--- src/rtl/pixport_pkg.sv ---
package pixport_pkg;
    localparam int PORT_W  = 8;
    localparam int COORD_W = 6;
    localparam int COLOR_W = 2;
    localparam int TONE_W  = 2;
    localparam int BTN_W   = 4;
    localparam int PAD_W   = 8;
    localparam int VADDR_W = 2 * COORD_W;
    localparam int IN_W    = BTN_W + 2 * PAD_W;

    typedef enum logic [1:0] {
        ST_IDLE = 2'd0,
        ST_WAIT = 2'd1,
        ST_ACK  = 2'd2
    } bus_state_e;

    typedef struct packed {
        logic               mute;
        logic               strobe;
        logic               vsel;
        logic [COLOR_W-1:0] color;
        logic [COORD_W-1:0] x;
        logic [COORD_W-1:0] y;
        logic [TONE_W-1:0]  tone;
    } plot_regs_t;
endpackage

--- src/rtl/pixport_sync.sv ---
module pixport_sync #(
    parameter int W      = 8,
    parameter int STAGES = 2
) (
    input  logic         clk,
    input  logic         rst_n,
    input  logic [W-1:0] d,
    output logic [W-1:0] q
);
    logic [W-1:0] chain [STAGES];

    generate
        for (genvar s = 0; s < STAGES; s++) begin : g_stage
            always_ff @(posedge clk or negedge rst_n) begin
                if (!rst_n) begin
                    chain[s] <= '0;
                end else if (s == 0) begin
                    chain[s] <= d;
                end else begin
                    chain[s] <= chain[(s == 0) ? 0 : s - 1];
                end
            end
        end
    endgenerate

    assign q = chain[STAGES-1];
endmodule

--- src/rtl/pixport_bus_fsm.sv ---
module pixport_bus_fsm
    import pixport_pkg::*;
#(
    parameter int                ADDR_W = 8,
    parameter logic [ADDR_W-1:0] P_LPAD = 4,
    parameter logic [ADDR_W-1:0] P_VERT = 5
) (
    input  logic              clk,
    input  logic              rst_n,
    input  logic              io_wr,
    input  logic              io_rd,
    input  logic [ADDR_W-1:0] io_addr,
    output logic              commit,
    output logic              ready
);
    bus_state_e state, nxt;
    logic req, slow;

    assign req  = io_wr | io_rd;
    assign slow = (io_addr == P_LPAD) || (io_addr == P_VERT);

    // next-state selection
    always_comb begin
        nxt = state;
        unique case (state)
            ST_IDLE: if (req) nxt = slow ? ST_WAIT : ST_ACK;
            ST_WAIT: nxt = ST_ACK;
            ST_ACK:  nxt = ST_IDLE;
            default: nxt = ST_IDLE;
        endcase
    end

    // state register
    always_ff @(posedge clk or negedge rst_n) begin
        if (!rst_n) state <= ST_IDLE;
        else        state <= nxt;
    end

    // outputs
    always_comb begin
        commit = 1'b0;
        ready  = 1'b0;
        unique case (state)
            ST_IDLE: commit = req & ~slow;
            ST_WAIT: commit = 1'b1;
            ST_ACK:  ready  = 1'b1;
            default: ;
        endcase
    end
endmodule

--- src/rtl/pixport_regs.sv ---
module pixport_regs
    import pixport_pkg::*;
#(
    parameter int                ADDR_W = 8,
    parameter logic [ADDR_W-1:0] P_CTRL = 0,
    parameter logic [ADDR_W-1:0] P_RPAD = 1,
    parameter logic [ADDR_W-1:0] P_LPAD = 4,
    parameter logic [ADDR_W-1:0] P_VERT = 5
) (
    input  logic              clk,
    input  logic              rst_n,
    input  logic              commit,
    input  logic              ready,
    input  logic              io_wr,
    input  logic              io_rd,
    input  logic [ADDR_W-1:0] io_addr,
    input  logic [PORT_W-1:0] io_wdata,
    input  logic [BTN_W-1:0]  btn,
    input  logic [PAD_W-1:0]  pad_r,
    input  logic [PAD_W-1:0]  pad_l,
    output plot_regs_t        regs,
    output logic [PORT_W-1:0] io_rdata
);
    logic [PORT_W-1:0] rd_mux;
    logic [PORT_W-1:0] rdata_q;

    always_comb begin
        case (io_addr)
            P_CTRL:  rd_mux = {{(PORT_W-BTN_W){1'b0}}, btn};
            P_RPAD:  rd_mux = regs.mute ? '0 : pad_r;
            P_LPAD:  rd_mux = regs.mute ? '0 : pad_l;
            default: rd_mux = '0;
        endcase
    end

    always_ff @(posedge clk or negedge rst_n) begin
        if (!rst_n) begin
            regs    <= '0;
            rdata_q <= '0;
        end else if (commit) begin
            if (io_wr) begin
                rdata_q <= '0;
                if (io_addr == P_CTRL) begin
                    regs.mute   <= io_wdata[6];
                    regs.strobe <= io_wdata[5];
                end
                if (io_addr == P_RPAD) begin
                    regs.color <= io_wdata[7:6];
                end
                if (io_addr == P_LPAD) begin
                    regs.vsel <= io_wdata[0];
                    regs.x    <= io_wdata[COORD_W:1];
                end
                if (io_addr == P_VERT) begin
                    regs.y    <= io_wdata[COORD_W-1:0];
                    regs.tone <= io_wdata[7:6];
                end
            end else if (io_rd) begin
                rdata_q <= rd_mux;
            end else begin
                rdata_q <= '0;
            end
        end
    end

    assign io_rdata = ready ? rdata_q : '0;
endmodule

--- src/rtl/pixport_plot.sv ---
module pixport_plot
    import pixport_pkg::*;
(
    input  logic               clk,
    input  logic               rst_n,
    input  plot_regs_t         regs,
    output logic               vram_we,
    output logic [VADDR_W-1:0] vram_addr,
    output logic [COLOR_W-1:0] vram_color
);
    logic strobe_prev;
    logic fire;

    assign fire = regs.strobe & ~strobe_prev;

    always_ff @(posedge clk or negedge rst_n) begin
        if (!rst_n) begin
            strobe_prev <= 1'b0;
            vram_we     <= 1'b0;
            vram_addr   <= '0;
            vram_color  <= '0;
        end else begin
            strobe_prev <= regs.strobe;
            vram_we     <= fire;
            if (fire) begin
                vram_addr  <= {regs.y, regs.x};
                vram_color <= regs.color;
            end
        end
    end
endmodule

--- src/rtl/pixport_top.sv ---
module pixport_top
    import pixport_pkg::*;
#(
    parameter int                ADDR_W      = 8,
    parameter int                SYNC_STAGES = 2,
    parameter logic [ADDR_W-1:0] P_CTRL      = 0,
    parameter logic [ADDR_W-1:0] P_RPAD      = 1,
    parameter logic [ADDR_W-1:0] P_LPAD      = 4,
    parameter logic [ADDR_W-1:0] P_VERT      = 5
) (
    input  logic               clk,
    input  logic               rst_n,
    input  logic [ADDR_W-1:0]  io_addr,
    input  logic [PORT_W-1:0]  io_wdata,
    input  logic               io_wr,
    input  logic               io_rd,
    output logic [PORT_W-1:0]  io_rdata,
    output logic               io_ready,
    input  logic [BTN_W-1:0]   btn_raw,
    input  logic [PAD_W-1:0]   pad_r_raw,
    input  logic [PAD_W-1:0]   pad_l_raw,
    output logic               vram_we,
    output logic [VADDR_W-1:0] vram_addr,
    output logic [COLOR_W-1:0] vram_color,
    output logic               vid_sel,
    output logic [TONE_W-1:0]  tone_en
);
    logic [IN_W-1:0] in_sync;
    logic            commit;
    plot_regs_t      regs;

    pixport_sync #(.W(IN_W), .STAGES(SYNC_STAGES)) u_sync (
        .clk   (clk),
        .rst_n (rst_n),
        .d     ({pad_l_raw, pad_r_raw, btn_raw}),
        .q     (in_sync)
    );

    pixport_bus_fsm #(.ADDR_W(ADDR_W), .P_LPAD(P_LPAD), .P_VERT(P_VERT)) u_fsm (
        .clk     (clk),
        .rst_n   (rst_n),
        .io_wr   (io_wr),
        .io_rd   (io_rd),
        .io_addr (io_addr),
        .commit  (commit),
        .ready   (io_ready)
    );

    pixport_regs #(
        .ADDR_W(ADDR_W), .P_CTRL(P_CTRL), .P_RPAD(P_RPAD),
        .P_LPAD(P_LPAD), .P_VERT(P_VERT)
    ) u_regs (
        .clk      (clk),
        .rst_n    (rst_n),
        .commit   (commit),
        .ready    (io_ready),
        .io_wr    (io_wr),
        .io_rd    (io_rd),
        .io_addr  (io_addr),
        .io_wdata (io_wdata),
        .btn      (in_sync[BTN_W-1:0]),
        .pad_r    (in_sync[BTN_W+PAD_W-1:BTN_W]),
        .pad_l    (in_sync[IN_W-1:BTN_W+PAD_W]),
        .regs     (regs),
        .io_rdata (io_rdata)
    );

    pixport_plot u_plot (
        .clk        (clk),
        .rst_n      (rst_n),
        .regs       (regs),
        .vram_we    (vram_we),
        .vram_addr  (vram_addr),
        .vram_color (vram_color)
    );

    assign vid_sel = regs.vsel;
    assign tone_en = regs.tone;
endmodule

--- config.mk ---
export PLATFORM = sky130hd
export DESIGN_NAME = pixport_top
export DESIGN_NICKNAME = d
export VERILOG_FILES = /design/src/rtl/pixport_pkg.sv /design/src/rtl/pixport_sync.sv /design/src/rtl/pixport_bus_fsm.sv /design/src/rtl/pixport_regs.sv /design/src/rtl/pixport_plot.sv /design/src/rtl/pixport_top.sv
export SDC_FILE = /design/constraint.sdc
export NUM_CORES = 1
export LEC_CHECK = 0
export ABC_AREA = 1
export ABC_CLOCK_PERIOD_IN_PS = 3200
export CAP_MARGIN = 20
export CORE_ASPECT_RATIO = 1.2
export CORE_UTILIZATION = 34
export DETAILED_ROUTE_END_ITERATION = 12
export PLACE_DENSITY_LB_ADDON = 0.12
export SLEW_MARGIN = 20
export SYNTH_ARGS = -nofsm -noshare
export SYNTH_HDL_FRONTEND = slang
export SYNTH_SLANG_ARGS = --single-unit
export TNS_END_PERCENT = 50
--- constraint.sdc ---
create_clock -name clk -period 3.2 [get_ports clk]
set_clock_uncertainty 0.1 [all_clocks]
set_input_delay 0.96 -clock clk [delete_from_list [all_inputs] [get_ports clk]]
set_output_delay 0.96 -clock clk [all_outputs]
set_load 0.01 [all_outputs]
======== Yosys cells after proc, flatten, opt, wreduce, memory -nomap -nowiden ========
Index checks and enable logic that the tools add are counted.
word-level totals
  input port bits ......................... 40
  flip-flop bits (word level) ............. 85
cells by class
  reductions and logical operators ........ 7
  equality and inequality tests ........... 6
  bitwise logic cells ..................... 5
  mux-type cells .......................... 11
operators with widths
  kind                                           number
  two-way mux 8 bit                              5
  one-hot mux 8 bit (3 select lines)             1
  == test 8 x 3 -> 1 bit, second input constant  2
  AND reduction 3 bit                            4
  == test 8 x 1 -> 1 bit, second input constant  1
  zero test 8 bit                                1
  two-way mux 2 bit                              2
  one-hot mux 2 bit (2 select lines)             1
  bitwise AND 1 bit                              2
  == test 2 x 1 -> 1 bit, second input constant  1
  == test 2 bit, second input constant           1
  zero test 2 bit                                1
  != test 2 x 1 -> 1 bit, second input constant  1
  NOT 1 bit                                      2
  one-hot mux 1 bit (2 select lines)             1
  logical OR 1 bit                               1
  two-way mux 1 bit                              1
  OR 1 bit                                       1

======== Depth between registers and ports, before layout ========
  depth in word-level cells ............... 6
  gate-level depth with buffers ........... 10

======== Cells and area by module ========
Synthesis repeated with hierarchy kept, for this count alone.
unflattened totals
  cells, all modules ...................... 346
  area, all modules ....................... 3,395.8 um^2
by module, submodules not included
  module           area each (um^2)  cells an instance  times used
  pixport_regs     1,498.9           198                1
  pixport_sync     1,151.1           60                 1
  pixport_plot     613.1             64                 1
  pixport_bus_fsm  132.6             24                 1

======== Worst setup path before layout ========
Ideal clock, no wire load.
  kind .................................... flip-flop to output port
  from .................................... register u_fsm.state[1]
  to ...................................... output io_rdata[0]
  arrival time ............................ 996 ps
  data required time ...................... 2,140 ps
  path buffers ............................ 0
  cell stages (with the launch flop) ...... 5
  path slack .............................. 1,144 ps
  cell sequence ........................... dfrtp_1 inv_1 nor2_1 inv_1 nor2_1
between the ends
  word-level cells in the longest chain between the ends .. 3
RTL lines
  item                    RTL line               source
  from (decl)             pixport_bus_fsm.sv:16  bus_state_e state, nxt;
  from (signal assigned)  pixport_bus_fsm.sv:36  else state <= nxt;
  == test 2 bit           pixport_bus_fsm.sv:43  unique case (state)
  two-way mux 1 bit       pixport_bus_fsm.sv:43
  net io_ready            pixport_top.sv:18      output logic io_ready,
  two-way mux 8 bit       pixport_regs.sv:66     assign io_rdata = ready ? rdata_q : '0;
  to (decl)               pixport_top.sv:17      output logic [PORT_W-1:0] io_rdata,
The timed path passes the listed nets, and every way through them passes these cells.

======== Final worst setup path ========
  from .................................... register u_fsm.state[1]
  to ...................................... output io_rdata[5]
between the ends
  word-level cells in the longest chain between the ends .. 3
RTL lines
  item               RTL line
  == test 2 bit      pixport_bus_fsm.sv:43
  two-way mux 1 bit  pixport_bus_fsm.sv:43
  two-way mux 8 bit  pixport_regs.sv:66
No other way between the ends.

==> results.toml <==
[setup_path]
worst-path-max-fanout = 8
critPathKind = "reg -> out"
crit_path_start = "u_fsm.state[1]$_DFFE_PN0P_"
start_kind = "register"
cp_data_required_time_ns = 2.14
cp.arrival_ns = 1.75
critPathCaptureType = "output pin"
r2r_start = "u_fsm.state[1]$_DFFE_PN0P_"

[cells_and_area]
diodes = 0
fill_cells = 959
layout-drive-gt1-share_pct = 13.51
syn2layout_area_growth_pct = 31.07
layout.nets = 443
fin_util_pct = 46.25

[global_route]
antenna_found_initial = 0
grt-ovfl-total = 0
grt_use_total_pct = 13.63
grt_max_degree = 44
grt_pass1_vias = 2368
grt_pass1_wl_mm = 10.78

[timing]
rsz0062_at_grt = "false"
max_freq_ghz = 0.3557
fin_crit_sh_pct = 87.85
slew_viol_final = 0
worst_slew_pin_slew_ns = 0.5403
whs_ns = 0.2461
relSlewSlack_pct = 63.98
finalSetupViolCount = 0
period_minus_slack_ns = 2.811
hold_viol = 0
setup_tns_ns = 0

[drt]
route.detailed.drc = 0
drtPass1Iterations = 4
drt_iter0_drc = 113
vias_per_cell = 4.358
drt.antenna.violating_nets = 0
vias = 2310
wire_per_inst_um = 11.36
routed_wl_mm = 6.023

[clock_tree]
clockBufferDepth = 2
numCtsBuffers = 9
root_buffer = "clkbuf_16"
cts_sinks = 85
clkTransAtPathRegs_ns = 0.06
clock_latency_ns = 0.33
cts_tree = "done"
cts_setup_buffers = 0
cts_hold_buf = 0
post_cts_resized = 0
htreeDepth = 3

[yosys]
yosysUniqueCellTypes = 20
synth_seq_cells = 85
ys_seq_area_share_pct = 63.03
syn_nets = 376
syn_inst = 336
syn_area_um2 = 3374
yosys_warnings = 0
avgSynthCellArea_um2 = 10.04

[outcome]
outcome = "completed"

[die]
row_count = 39
boundaryPins = 67
core_area_um2 = 9564
initial_core_util_pct = 35.28
fp.dieW_um = 92.95
chipHeight_um = 111.1
die-area_um2 = 10330

[power]
switching_share_pct = 20.86
p_int_w = 0.001867
pwr-share-seq_pct = 47.8
p_switching_w = 0.0004921
clkPwrFrac_pct = 45.3
pwr-share-comb_pct = 7.0
max-vdd-ir-drop_uv = 296.6
power_leakage_nw = 2.154
p_per_area_nw_per_um2 = 533.4

[placed_design]
dp_hpwl_mm = 4.395
globalplace.congestion = 0.7624
portBuffers = 66

[hold_path]
hold_start = "u_sync.chain[22]$_DFF_PN0_"
hold_path_class = "reg -> reg"

[job]
max-cap-violations = 0
[final timing paths]
| check | endpoint | slack, ns | cells past startpoint |
|---|---|---|---|
| min in group asynchronous | u_fsm.state[1]$_DFFE_PN0P_ | 0.51 | 1 |
| min | u_sync.q[2]$_DFF_PN0_ | 0.25 | 0 |
| max | io_rdata[5] | 0.39 | 5 |
| min reg2reg | u_sync.q[2]$_DFF_PN0_ | 0.25 | 0 |
| max reg2reg | u_regs.regs[2]$_DFFE_PN0P_ | 1.81 | 6 |
| max in group asynchronous | u_sync.chain[21]$_DFF_PN0_ | 1.88 | 2 |
[synthesized netlist by cell type]
master / instances / area, um^2
inv_1: 39 / 146.4
buf_12: 1 / 20.02
nand2_1: 84 / 315.3
buf_4: 5 / 37.54
inv_2: 3 / 11.26
nand4_1: 8 / 50.05
nor2_1: 32 / 120.1
nor2_2: 3 / 18.77
nand3_1: 36 / 180.2
nand2_4: 2 / 22.52
nor4_1: 1 / 6.260
clkbuf_1: 2 / 7.510
a21oi_2: 1 / 8.760
buf_2: 2 / 10.01
buf_6: 2 / 22.52
dfrtp_1: 85 / 2127
nand2_2: 10 / 62.56
nand2_8: 2 / 40.04
nor2_4: 4 / 45.04
o21ai_2: 14 / 122.6
[per-layer routing]
layer,wire [um],GRT usage [%],up-vias
met5,0,0,-
met4,123,7.077,0
met3,277,3.772,10
met2,2903,21.42,56
met1,2719,16.97,1074
li1,-,-,1170
[final cells by class]
type                            count  area [um^2]  share of cell area, %
Timing Repair Buffer               68        685.7                  15.50
Clock inverter                      4        73.82                  1.669
Clock buffer                       11        232.7                  5.262
Sequential cell                    85         2127                  48.09
Multi-Input combinational cell    197        992.2                  22.43
Inverter                           42        157.7                  3.564
Tap cell                          123        153.9                  3.480
[per-stage QoR]
| stage | total power, W | instances | cell area [um^2] | worst slack [ns] |
|---|---|---|---|---|
| final | 0.002359 | 530 | 4423 | 0.3889 |
| after global routing | 0.002461 | 530 | 4423 | 0.2338 |
| after CTS | 0.002391 | 530 | 4423 | 0.3337 |
| after detailed placement | 0.001316 | 515 | 4116 | 0.4173 |
| after global placement | 0.001314 | 515 | 4116 | 0.4722 |
| after floorplan | 0.001219 | 336 | 3374 | 1.144 |
[power groups by stage]
stage / Clock [W] / Combinational, W / Sequential (W)
after floorplan: 0 / 0.0000744 / 0.00114
after global placement: 0 / 0.000167 / 0.00115
after detailed placement: 0 / 0.000169 / 0.00115
after CTS: 0.00109 / 0.000169 / 0.00113
after global routing: 0.00114 / 0.000186 / 0.00113
final: 0.00107 / 0.000164 / 0.00113
[cells in the final DEF, fill, tap and decap left out, drive strengths merged]
cell type	n
a21oi	1
buf	3
bufinv	2
clkbuf	11
clkdlybuf4s50	65
clkinv	2
dfrtp	85
inv	42
nand2	98
nand3	36
nand4	8
nor2	39
nor4	1
o21ai	14
[critical path: stages (launching register included)]
cell and delay (ns):
dfrtp_1 0.41, inv_1 0.08, nor2_1 0.13, inv_1 0.14
nor2_1 0.12, clkdlybuf4s50_1 0.54
[flip-flops by register name, summed over array words and instances (netlist names)]
name and flops:
u_sync.q 20, u_plot.strobe_prev 1, u_plot.vram_we 1, u_plot.vram_color 2
u_fsm.state 2, u_sync.chain 20, u_plot.vram_addr 12, u_regs.rdata_q 8
u_regs.regs 19
[cell families (layout without fill, tap and decap cells)]
kind of cell	Yosys count	count (layout)	share of synthesized area [%]
flops	85	85	63.03
buf+inv	54	125	7.564
compound gates	15	15	3.893
simple gates	182	182	25.51
(Power assumes the default switching activity.)
